`src/rtl/irq_prio_pkg.sv`:
```
package irq_prio_pkg;
  localparam int LVL_W     = 3;
  localparam int VEC_W     = 16;
  localparam int NUM_TRAPS = 6;
  localparam int TOP_LVL   = 7;

  typedef logic [LVL_W-1:0] lvl_t;
  typedef logic [VEC_W-1:0] vec_t;

  typedef enum logic [1:0] {
    GK_SPUR  = 2'd0,
    GK_FIXED = 2'd1,
    GK_MASK  = 2'd2
  } gkind_e;

  localparam vec_t TRAP_VEC_TOP = 16'hFFF8;
  localparam vec_t XIRQ_VEC     = 16'hFFEA;
  localparam vec_t SPUR_VEC     = 16'hFFE8;

  function automatic vec_t trap_vec(input int k);
    return TRAP_VEC_TOP - vec_t'(2 * k);
  endfunction
endpackage

```
`src/rtl/irq_cfg_bank.sv`:
```
module irq_cfg_bank
  import irq_prio_pkg::*;
#(
  parameter int NUM_REQ = 16,
  parameter int IDX_W   = 4
) (
  input  logic                      clk,
  input  logic                      rst_n,
  input  logic                      wr_en,
  input  logic [IDX_W-1:0]          wr_idx,
  input  lvl_t                      wr_lvl,
  input  logic                      wr_cop,
  output lvl_t [NUM_REQ-1:0]        lvl_o,
  output logic [NUM_REQ-1:0]        cop_o
);
  always_ff @(posedge clk or negedge rst_n) begin
    if (!rst_n) begin
      lvl_o <= '0;
      cop_o <= '0;
    end else if (wr_en) begin
      for (int i = 0; i < NUM_REQ; i++) begin
        if (wr_idx == IDX_W'(i)) begin
          lvl_o[i] <= wr_lvl;
          cop_o[i] <= wr_cop;
        end
      end
    end
  end
endmodule

```
`src/rtl/irq_level_arb.sv`:
```
module irq_level_arb
  import irq_prio_pkg::*;
#(
  parameter int NUM_REQ = 16,
  parameter int IDX_W   = 4
) (
  input  logic [NUM_REQ-1:0] elig_i,
  input  lvl_t [NUM_REQ-1:0] lvl_i,
  output logic               found_o,
  output logic [IDX_W-1:0]   idx_o,
  output lvl_t               lvl_o
);
  // Strict compare while scanning upward keeps the lowest index on ties.
  always_comb begin
    lvl_t best;
    best    = '0;
    found_o = 1'b0;
    idx_o   = '0;
    for (int i = 0; i < NUM_REQ; i++) begin
      if (elig_i[i] && (lvl_i[i] > best)) begin
        best    = lvl_i[i];
        idx_o   = IDX_W'(i);
        found_o = 1'b1;
      end
    end
    lvl_o = best;
  end
endmodule

```
`src/rtl/irq_nest_stack.sv`:
```
module irq_nest_stack #(
  parameter int DEPTH = 7,
  parameter int W     = 3
) (
  input  logic         clk,
  input  logic         rst_n,
  input  logic         push_i,
  input  logic         pop_i,
  input  logic [W-1:0] data_i,
  output logic [W-1:0] top_o,
  output logic         empty_o,
  output logic         full_o
);
  localparam int CW = $clog2(DEPTH + 1);

  logic [W-1:0]  mem_q [DEPTH];
  logic [CW-1:0] cnt_q;

  assign empty_o = (cnt_q == '0);
  assign full_o  = (cnt_q == CW'(DEPTH));

  always_ff @(posedge clk or negedge rst_n) begin
    if (!rst_n) begin
      cnt_q <= '0;
      for (int i = 0; i < DEPTH; i++) mem_q[i] <= '0;
    end else if (push_i && !full_o) begin
      for (int i = 0; i < DEPTH; i++) begin
        if (CW'(i) == cnt_q) mem_q[i] <= data_i;
      end
      cnt_q <= cnt_q + CW'(1);
    end else if (pop_i && !empty_o) begin
      cnt_q <= cnt_q - CW'(1);
    end
  end

  always_comb begin
    top_o = '0;
    for (int i = 0; i < DEPTH; i++) begin
      if (CW'(i + 1) == cnt_q) top_o = mem_q[i];
    end
  end
endmodule

```
`src/rtl/irq_prio_ctrl.sv`:
```
module irq_prio_ctrl
  import irq_prio_pkg::*;
#(
  parameter int NUM_REQ  = 16,
  parameter int IDX_W    = $clog2(NUM_REQ),
  parameter int CPU_NEST = 7,
  parameter int COP_NEST = 2
) (
  input  logic                 clk,
  input  logic                 rst_n,
  input  logic                 cfg_we,
  input  logic [IDX_W-1:0]     cfg_idx,
  input  logic [LVL_W-1:0]     cfg_level,
  input  logic                 cfg_to_cop,
  input  logic [VEC_W-1:0]     vec_base,
  input  logic [NUM_REQ-1:0]   irq_req,
  input  logic [NUM_TRAPS-1:0] trap_req,
  input  logic                 xirq_req,
  input  logic                 cpu_x_mask,
  input  logic                 cpu_i_mask,
  output logic                 cpu_vec_valid,
  input  logic                 cpu_vec_ack,
  output logic [VEC_W-1:0]     cpu_vec,
  input  logic                 cpu_rti,
  output logic [LVL_W-1:0]     cpu_level,
  output logic                 cop_vec_valid,
  input  logic                 cop_vec_ack,
  output logic [VEC_W-1:0]     cop_vec,
  input  logic                 cop_done
);
  localparam int TRAP_IW = $clog2(NUM_TRAPS);

  // ---------------- configuration ----------------
  lvl_t [NUM_REQ-1:0] req_lvl;
  logic [NUM_REQ-1:0] req_cop;

  irq_cfg_bank #(.NUM_REQ(NUM_REQ), .IDX_W(IDX_W)) u_cfg (
    .clk(clk), .rst_n(rst_n),
    .wr_en(cfg_we), .wr_idx(cfg_idx), .wr_lvl(cfg_level), .wr_cop(cfg_to_cop),
    .lvl_o(req_lvl), .cop_o(req_cop)
  );

  // ---------------- CPU channel ----------------
  lvl_t               cpu_lvl_q;
  lvl_t               cpu_glvl_q;
  gkind_e             cpu_gkind_q;
  logic [NUM_REQ-1:0] cpu_elig;
  logic               c_found;
  logic [IDX_W-1:0]   c_idx;
  lvl_t               c_lvl;
  logic               t_hit;
  logic [TRAP_IW-1:0] t_idx;
  logic               c_any;
  vec_t               c_vec_n;
  lvl_t               c_lvl_n;
  gkind_e             c_kind_n;
  logic               cpu_fire;
  logic               cpu_push;
  lvl_t               cpu_saved;
  logic               cpu_stk_empty;
  logic               cpu_stk_full;

  always_comb begin
    for (int i = 0; i < NUM_REQ; i++) begin
      cpu_elig[i] = irq_req[i] && !req_cop[i] && !cpu_i_mask &&
                    (req_lvl[i] > cpu_lvl_q);
    end
  end

  irq_level_arb #(.NUM_REQ(NUM_REQ), .IDX_W(IDX_W)) u_cpu_arb (
    .elig_i(cpu_elig), .lvl_i(req_lvl),
    .found_o(c_found), .idx_o(c_idx), .lvl_o(c_lvl)
  );

  always_comb begin
    t_hit = 1'b0;
    t_idx = '0;
    for (int k = NUM_TRAPS - 1; k >= 0; k--) begin
      if (trap_req[k]) begin
        t_hit = 1'b1;
        t_idx = TRAP_IW'(k);
      end
    end
  end

  always_comb begin
    c_any    = 1'b1;
    c_vec_n  = SPUR_VEC;
    c_lvl_n  = '0;
    c_kind_n = GK_SPUR;
    if (t_hit) begin
      c_vec_n  = trap_vec(int'(t_idx));
      c_lvl_n  = lvl_t'(TOP_LVL);
      c_kind_n = GK_FIXED;
    end else if (xirq_req && !cpu_x_mask) begin
      c_vec_n  = XIRQ_VEC;
      c_lvl_n  = lvl_t'(TOP_LVL);
      c_kind_n = GK_FIXED;
    end else if (c_found) begin
      c_vec_n  = vec_base + vec_t'({c_idx, 1'b0});
      c_lvl_n  = c_lvl;
      c_kind_n = GK_MASK;
    end else begin
      c_any    = 1'b0;
    end
  end

  assign cpu_fire = cpu_vec_valid && cpu_vec_ack;
  assign cpu_push = cpu_fire && (cpu_gkind_q != GK_SPUR);

  always_ff @(posedge clk or negedge rst_n) begin
    if (!rst_n) begin
      cpu_vec_valid <= 1'b0;
      cpu_vec       <= SPUR_VEC;
      cpu_glvl_q    <= '0;
      cpu_gkind_q   <= GK_SPUR;
    end else if (cpu_fire) begin
      cpu_vec_valid <= 1'b0;
    end else begin
      cpu_vec_valid <= cpu_vec_valid || c_any;
      cpu_vec       <= c_vec_n;
      cpu_glvl_q    <= c_lvl_n;
      cpu_gkind_q   <= c_kind_n;
    end
  end

  irq_nest_stack #(.DEPTH(CPU_NEST), .W(LVL_W)) u_cpu_stk (
    .clk(clk), .rst_n(rst_n),
    .push_i(cpu_push), .pop_i(cpu_rti && !cpu_push), .data_i(cpu_lvl_q),
    .top_o(cpu_saved), .empty_o(cpu_stk_empty), .full_o(cpu_stk_full)
  );

  always_ff @(posedge clk or negedge rst_n) begin
    if (!rst_n) cpu_lvl_q <= '0;
    else if (cpu_push) cpu_lvl_q <= cpu_glvl_q;
    else if (cpu_rti && !cpu_stk_empty) cpu_lvl_q <= cpu_saved;
  end

  assign cpu_level = cpu_lvl_q;

  // ---------------- coprocessor channel ----------------
  lvl_t               cop_lvl_q;
  lvl_t               cop_glvl_q;
  logic               cop_spur_q;
  logic [NUM_REQ-1:0] cop_elig;
  logic               k_found;
  logic [IDX_W-1:0]   k_idx;
  lvl_t               k_lvl;
  logic               cop_fire;
  logic               cop_push;
  lvl_t               cop_saved;
  logic               cop_stk_empty;
  logic               cop_stk_full;

  always_comb begin
    for (int i = 0; i < NUM_REQ; i++) begin
      cop_elig[i] = irq_req[i] && req_cop[i] && (req_lvl[i] != '0) &&
                    !cop_stk_full && (cop_stk_empty || (req_lvl[i] > cop_lvl_q));
    end
  end

  irq_level_arb #(.NUM_REQ(NUM_REQ), .IDX_W(IDX_W)) u_cop_arb (
    .elig_i(cop_elig), .lvl_i(req_lvl),
    .found_o(k_found), .idx_o(k_idx), .lvl_o(k_lvl)
  );

  assign cop_fire = cop_vec_valid && cop_vec_ack;
  assign cop_push = cop_fire && !cop_spur_q;

  always_ff @(posedge clk or negedge rst_n) begin
    if (!rst_n) begin
      cop_vec_valid <= 1'b0;
      cop_vec       <= SPUR_VEC;
      cop_glvl_q    <= '0;
      cop_spur_q    <= 1'b1;
    end else if (cop_fire) begin
      cop_vec_valid <= 1'b0;
    end else begin
      cop_vec_valid <= cop_vec_valid || k_found;
      cop_vec       <= k_found ? (vec_base + vec_t'({k_idx, 1'b0})) : SPUR_VEC;
      cop_glvl_q    <= k_lvl;
      cop_spur_q    <= !k_found;
    end
  end

  irq_nest_stack #(.DEPTH(COP_NEST), .W(LVL_W)) u_cop_stk (
    .clk(clk), .rst_n(rst_n),
    .push_i(cop_push), .pop_i(cop_done && !cop_push), .data_i(cop_lvl_q),
    .top_o(cop_saved), .empty_o(cop_stk_empty), .full_o(cop_stk_full)
  );

  always_ff @(posedge clk or negedge rst_n) begin
    if (!rst_n) cop_lvl_q <= '0;
    else if (cop_push) cop_lvl_q <= cop_glvl_q;
    else if (cop_done && !cop_stk_empty) cop_lvl_q <= cop_saved;
  end

  // ---------------- assertions ----------------
  AST_CPU_HOLD_VALID: assert property (@(posedge clk) disable iff (!rst_n)
    cpu_vec_valid && !cpu_vec_ack |=> cpu_vec_valid);
  AST_CPU_ACK_DROP: assert property (@(posedge clk) disable iff (!rst_n)
    cpu_vec_valid && cpu_vec_ack |=> !cpu_vec_valid);
  AST_COP_ACK_DROP: assert property (@(posedge clk) disable iff (!rst_n)
    cop_vec_valid && cop_vec_ack |=> !cop_vec_valid);
  AST_CPU_LEVEL_RISE: assert property (@(posedge clk) disable iff (!rst_n)
    cpu_vec_valid && cpu_vec_ack && (cpu_gkind_q == GK_MASK)
    |=> cpu_level > $past(cpu_level));
  AST_IMASK_QUIET: assert property (@(posedge clk) disable iff (!rst_n)
    cpu_i_mask && (trap_req == '0) && !(xirq_req && !cpu_x_mask) && !cpu_vec_valid
    |=> !cpu_vec_valid);
  AST_TRAP_FIRST: assert property (@(posedge clk) disable iff (!rst_n)
    trap_req[0] && !cpu_fire |=> cpu_vec_valid && (cpu_vec == TRAP_VEC_TOP));
  AST_COP_FULL_QUIET: assert property (@(posedge clk) disable iff (!rst_n)
    cop_stk_full |-> !cop_vec_valid);
  AST_COP_LEVEL_RISE: assert property (@(posedge clk) disable iff (!rst_n)
    cop_push |=> cop_lvl_q > $past(cop_lvl_q));
endmodule

```
`config.mk`:
```
export PLATFORM = sky130hd
export DESIGN_NAME = irq_prio_ctrl
export DESIGN_NICKNAME = d
export VERILOG_FILES = /design/src/rtl/irq_prio_pkg.sv /design/src/rtl/irq_cfg_bank.sv /design/src/rtl/irq_level_arb.sv /design/src/rtl/irq_nest_stack.sv /design/src/rtl/irq_prio_ctrl.sv
export SDC_FILE = /design/constraint.sdc
export NUM_CORES = 1
export LEC_CHECK = 0
export ABC_AREA = 1
export BUFFER_PORTS_ARGS = -buffer_cell sky130_fd_sc_hd__clkbuf_2
export CORE_ASPECT_RATIO = 1.5
export CORE_MARGIN = 2
export CORE_UTILIZATION = 58
export CTS_CLUSTER_DIAMETER = 60
export DETAILED_ROUTE_END_ITERATION = 8
export PLACE_DENSITY = 0.77
export SETUP_SLACK_MARGIN = 0.05
export SLEW_MARGIN = 20
export SYNTH_ARGS = -nofsm -noshare
export SYNTH_HDL_FRONTEND = slang
export SYNTH_SLANG_ARGS = --single-unit
export TNS_END_PERCENT = 20
```
`constraint.sdc`:
```
create_clock -name clk -period 20.8 [get_ports clk]
set_clock_uncertainty 0.15 [all_clocks]
set_input_delay 0 -clock clk [delete_from_list [all_inputs] [get_ports clk]]
set_output_delay 0 -clock clk [all_outputs]
set_load 0.02 [all_outputs]
```
---- Word-level counts from Yosys, hierarchy flattened ----
Index checks and enable logic that the tools add are counted.
W data, S select, Z words.
word-level totals
  flip-flop bits (word level) ............. 145
  bits of input ports ..................... 56
  output and inout port bits .............. 37
  word-level logic and storage cells ...... 537
cells by class
  add/subtract/negate cells ............... 7
  $lt $le $gt $ge ......................... 63
  eq/ne operators ......................... 26
  muxes and demuxes ....................... 138
  reductions and logical operators ........ 250
operators with widths
  cell                   number
  $mux W3                64
  $gt A3 B3 Y1           62
  $logic_and A1 B1 Y1    157
  $mux W16               4
  $mux W4                16
  $reduce_and A2 Y1      25
  $reduce_bool A3 Y1     16
  $mux W1                45
  $add A16 B5 Y16        2
  $eq A4 B4 Y1 const B   8
  $logic_not A1 Y1       26
  $logic_or A1 B1 Y1     18
  $mux W2                9
  $eq A4 B3 Y1 const B   4
  $eq A3 B3 Y1 const A   4
  $reduce_bool A2 Y1     5
  $eq A4 B2 Y1 const B   2
  $eq A2 B3 Y1 const A   2
  $sub A4 B5 Y6 const A  1
  $eq A4 B1 Y1 const B   1
  $logic_not A4 Y1       1
  $add A3 B1 Y3 const B  1
  $eq A1 B3 Y1 const A   1
  $eq A3 B3 Y1 const B   1
  other kinds (9)        9

---- Logic depth before layout (Yosys ltp) ----
  depth in word-level cells ............... 56
  mapped depth ............................ 137
  depth with buffers taken out ............ 137

---- Cells and area by module ----
A second synthesis with hierarchy kept.
unflattened totals
  cells, all modules ...................... 1999
  area, all modules ....................... 13918.3 um^2
by module, submodules not included
  module                      instances  cells each  area each (um^2)  seq. area each (um^2)
  irq_prio_ctrl               1          780         5569.1            1257.5
  irq_level_arb               2          325         1883.1            0.0
  irq_cfg_bank                1          333         2826.5            1601.5
  irq_nest_stack (u_cpu_stk)  1          180         1332.5            600.6
  irq_nest_stack (u_cop_stk)  1          56          424.2             200.2

---- Worst setup path before layout ----
Ideal clock, no wire load.
  path kind ............................... reg2reg
  start ................................... register cpu_lvl_q[1] (netlist: cpu_level[1])
  end ..................................... register cpu_vec[11]
  setup time .............................. 0.059 ns
  arrival ................................. 16.862 ns
  required time ........................... 20.591 ns
  slack ................................... 3.729 ns
  stages on the path, launching flop included .. 109
  buffers on the path ..................... 0
  period minus slack after synthesis ...... 17.071 ns
  path through ............................ dfrtp_1 -> inv_1 -> ha_1 -> nand2_1 -> o21ai_1 -> nor3_1 -> nand2_1 -> ha_1 -> nand2_1 -> o21ai_0 -> nand3_1 -> o21ai_0 -> ha_1 -> nor3_1 -> o21ai_0 -> nand2_1 -> nand3_2 -> o21ai_0 -> [... 73 more ...] -> o21ai_0 -> ha_1 -> a21oi_1 -> o21ai_0 -> nand4_1 -> nand2_1 -> nor4_1 -> nand2_1 -> ha_1 -> nand2_1 -> o21ai_0 -> nand2_1 -> nor2_1 -> nand2_1 -> nor2_1 -> xor2_1 -> o22ai_1 -> inv_1
between the ends
  word-level cells in the longest chain between the ends .. 53
  elaborated cells on any way between the ends .. 113
  those cells by class .................... add/sub: 1; order compare: 31; mux: 49; reduce/logical: 32
RTL lines
  what                    RTL line              RTL
  start, declared         irq_prio_ctrl.sv:44   lvl_t cpu_lvl_q;
  start signal, assigned  irq_prio_ctrl.sv:135  else if (cpu_push) cpu_lvl_q <= cpu_glvl_q;
  start signal, assigned  irq_prio_ctrl.sv:136  else if (cpu_rti && !cpu_stk_empty) cpu_lvl_q <= cpu_saved;
  $gt A3 B3 Y1            irq_prio_ctrl.sv:66   (req_lvl[i] > cpu_lvl_q);
  $logic_and A1 B1 Y1     irq_prio_ctrl.sv:65   cpu_elig[i] = irq_req[i] && !req_cop[i] && !cpu_i_mask &&
  $logic_and A1 B1 Y1     irq_level_arb.sv:20   if (elig_i[i] && (lvl_i[i] > best)) begin
  $mux W3                 irq_level_arb.sv:20
  $gt A3 B3 Y1            irq_level_arb.sv:20
  $logic_and A1 B1 Y1     irq_level_arb.sv:20
  $mux W3                 irq_level_arb.sv:20
  $gt A3 B3 Y1            irq_level_arb.sv:20
  [... 37 more ...]       -
  $mux W3                 irq_level_arb.sv:20
  $gt A3 B3 Y1            irq_level_arb.sv:20
  $logic_and A1 B1 Y1     irq_level_arb.sv:20
  $mux W4                 irq_level_arb.sv:20
  $add A16 B5 Y16         irq_prio_ctrl.sv:100  c_vec_n = vec_base + vec_t'({c_idx, 1'b0});
  $mux W16 *              irq_prio_ctrl.sv:99   end else if (c_found) begin
  $mux W16 *              irq_prio_ctrl.sv:95   end else if (xirq_req && !cpu_x_mask) begin
  $mux W16 *              irq_prio_ctrl.sv:91   if (t_hit) begin
  end signal, assigned    irq_prio_ctrl.sv:121  cpu_vec <= c_vec_n;
  end, declared           irq_prio_ctrl.sv:23   output logic [VEC_W-1:0] cpu_vec,
Every way passes the cells marked *; elsewhere a longest branch is shown, timed or not.
A chain may end at the register's enable or synchronous reset.

---- Worst setup path after layout ----
Same ends and word-level chain as after synthesis.

==> results_dict.tcl <==
set metrics [dict create \
    status "finished, final reports clean" \
    wire_per_inst_um 17.1 \
    fin_crit_sh_pct 91.1 \
    port_buffers 92 \
    routed_wl_mm 37.1 \
    num_io_pins 93 \
    power_density_mw_per_mm2 132 \
    drtAntennaViolNets 0 \
    cts_tree "done" \
    synth_cell_types 58 \
    cts.sinks 145 \
    track_usage_pct 31.8 \
    layout_commonest_cell "nand2_1" \
    ys_ff_latch 145 \
    pwr-share-comb_pct 62.4 \
    finalSetupViolations 0 \
    switchingPower_mw 0.975 \
    whs_ns 0.0293 \
    crit_path_max_incr_delay_ns 0.56 \
    async_flop_share_pct 100 \
    worst_slew_pin_slew_ns 0.837 \
    fin_cells 2170 \
    dieArea_mm2 0.0234 \
    critPathMaxFanout 23 \
    switching_share_pct 50.3 \
    drc 0 \
    grt_max_degree 83 \
    final_cell_mix "409 x nand2_1, 185 x inv_1, 173 x o21ai_0, 169 x ha_1, 141 x nand3_1" \
    synth_cells 1731 \
    root_buffer "clkbuf_16" \
    crit_path_top_delay_cell "dlygate4sd3_1" \
    vias_per_cell 5.87 \
    grt_pass1_vias 12500 \
    h-tree-depth 4 \
    cts_buffer_depth 2 \
    r2r_slack_ns 1.85 \
    relSlewSlack_pct 44.2 \
    synth_flop_cell "dfrtp_1" \
    p_seq_share_pct 22.2 \
    crit_required_ns 21.04 \
    ys_seq_area_share_pct 28.5 \
    hold_class "in2reg" \
    slew_violations 0 \
    fin_setup_tns_ns 0 \
    fmax_ghz 0.0528 \
    crit_path_start_kind "flip-flop" \
    irDropWorstVdd_mv 0.0783 \
    synth_edf_count 0 \
    grt_overflow 0 \
    num-nets-final 2112 \
    synth_area_per_cell_um2 7.43 \
    drv_cap 0 \
    grt_pass1_wl_mm 60.3 \
    die_w_um 126 \
    initialDrtViolationCount 739 \
    syn_area_mm2 0.0129 \
    rsz0062_at_grt "no" \
    diodes 0 \
    fin_crit_ns 18.95 \
    critPathKind "reg2reg" \
    vias 12700 \
    place_congestion 0.943 \
    dieHeight_um 186 \
    hold_violations 0 \
    clkPwrFrac_pct 15.4 \
    clkTransAtPathRegs_ns 0.06 \
    end_kind "flip-flop" \
    areaGrowthSynthToFinish_pct 14.6 \
    clock_latency_ns 0.44 \
    firstDrtPassIters 6 \
    synth_fp_nets 1958 \
    start_util_pct 59.2 \
    fp.coreArea_mm2 0.0217 \
    crit_arrival_ns 19.20 \
    antenna_found_initial 0 \
    drive_above_1_share_pct 14.9 \
    p_leak_nw 7.44 \
    cts_buffers 17 \
    fp-row-count 66 \
    yosysWarningCount 0 \
    place_hpwl_mm 26.2 \
    place_inst 2089 \
    p_int_mw 0.964 \
    path_common_cell "nand2_1" \
]
sequential cells by signal, indices dropped and copies added (netlist names), 6 cells and up:
register         flops
u_cfg.lvl_o         48
u_cpu_stk.mem_q     21
cop_vec             16
cpu_vec             16
u_cfg.cop_o         16
u_cop_stk.mem_q      6
power by group through the flow:
stage               Clock (mW)  Combinational, mW  Sequential (mW)
floorplan                    0              0.896            0.429
global placement             0               1.13            0.430
detailed placement           0               1.17            0.431
CTS                      0.301               1.19            0.428
global route             0.312               1.37            0.439
finish                   0.298               1.21            0.430
logic make-up (layout without fill, tap and decap cells):
| group | after synthesis | after routing | share of synthesized area [%] |
|---|---|---|---|
| AND/OR/NAND/NOR | 794 | 794 | 28.8 |
| AO/OA/AOI/OAI | 382 | 382 | 17.6 |
| buffers and inverters | 211 | 378 | 6.39 |
| adder cells (fa/ha/maj) | 171 | 171 | 16.8 |
| flip-flops | 145 | 145 | 28.5 |
| XOR/XNOR | 28 | 28 | 1.91 |
routing by layer:
| metal | GRT usage [%] | wire length [µm] | vias to the layer above |
|---|---|---|---|
| met2 | 59.1 | 19200 | 433 |
| li1 | - | - | 6234 |
| met3 | 4.50 | 1780 | 134 |
| met4 | 16.9 | 1910 | 0 |
| met5 | 0 | 0 | - |
| met1 | 34.3 | 14200 | 5934 |
layout make-up:
cell class | instances | area (µm²)
Tap cell | 272 | 340
Clock buffer | 17 | 425
Multi-Input combinational cell | 1375 | 8410
Fill cell | 1843 | 6980
Sequential cell | 145 | 3660
Inverter | 196 | 739
Timing Repair Buffer | 150 | 1030
Clock inverter | 15 | 135
Yosys cell counts, types with 19 or more instances:
master   count  area [µm²]
o21ai_0    190         951
inv_1      185         694
dfstp_2     25         657
nand3_1    142         711
nor2_1     100         375
nand4_1     22         138
dfrtp_1    120        3000
ha_1       169        2110
xor2_1      20         175
nand2_1    409        1540
nand2_2     36         225
a21oi_1     74         370
o21ai_1     19        95.1
path summary, 6_finish.rpt:
| kind | from | to | cells after the start |
|---|---|---|---|
| worst max-delay path | cpu_level[1] | cpu_vec[11] | 118 |
| worst min-delay path | irq_req[15] | cop_glvl_q[2] | 7 |
| worst max register to register | cpu_level[1] | cpu_vec[11] | 118 |
| worst min register to register | cpu_vec[3] | cpu_vec[3] | 2 |
| max in group asynchronous | rst_n | u_cop_stk.mem_q[0] | 3 |
| min in group asynchronous | rst_n | cpu_vec[3] | 2 |
metrics by stage:
stage                     util, %  setup WS (ns)  instance area [µm²]  power [mW]
after floorplan                 -           3.73                12900        1.33
after global placement       62.9           2.28                13700        1.56
after detailed placement     62.9           1.35                13700        1.60
after CTS                    67.6          0.740                14700        1.92
after global routing         67.9         0.0493                14700        2.12
final                        67.9           1.85                14700        1.94
worst max-delay path, delay by kind of cell, from the launching register on:
kind,cells,cell delay (ns)
simple gates,53,6.83
flops,1,0.41
buf+inv,6,1.25
xor+xnor,1,0.16
fa+ha+maj,17,4.98
compound gates,41,5.10
repair_timing:
action | in CTS | in global routing
hold buffers | 47 | 0
setup buffers | 0 | 2
hold endpoints to repair | 137 | 0
gates resized for setup | 0 | 24
endpoints found under the setup margin | 0 | 23
Note: power is estimated with default switching activity, not from simulation.
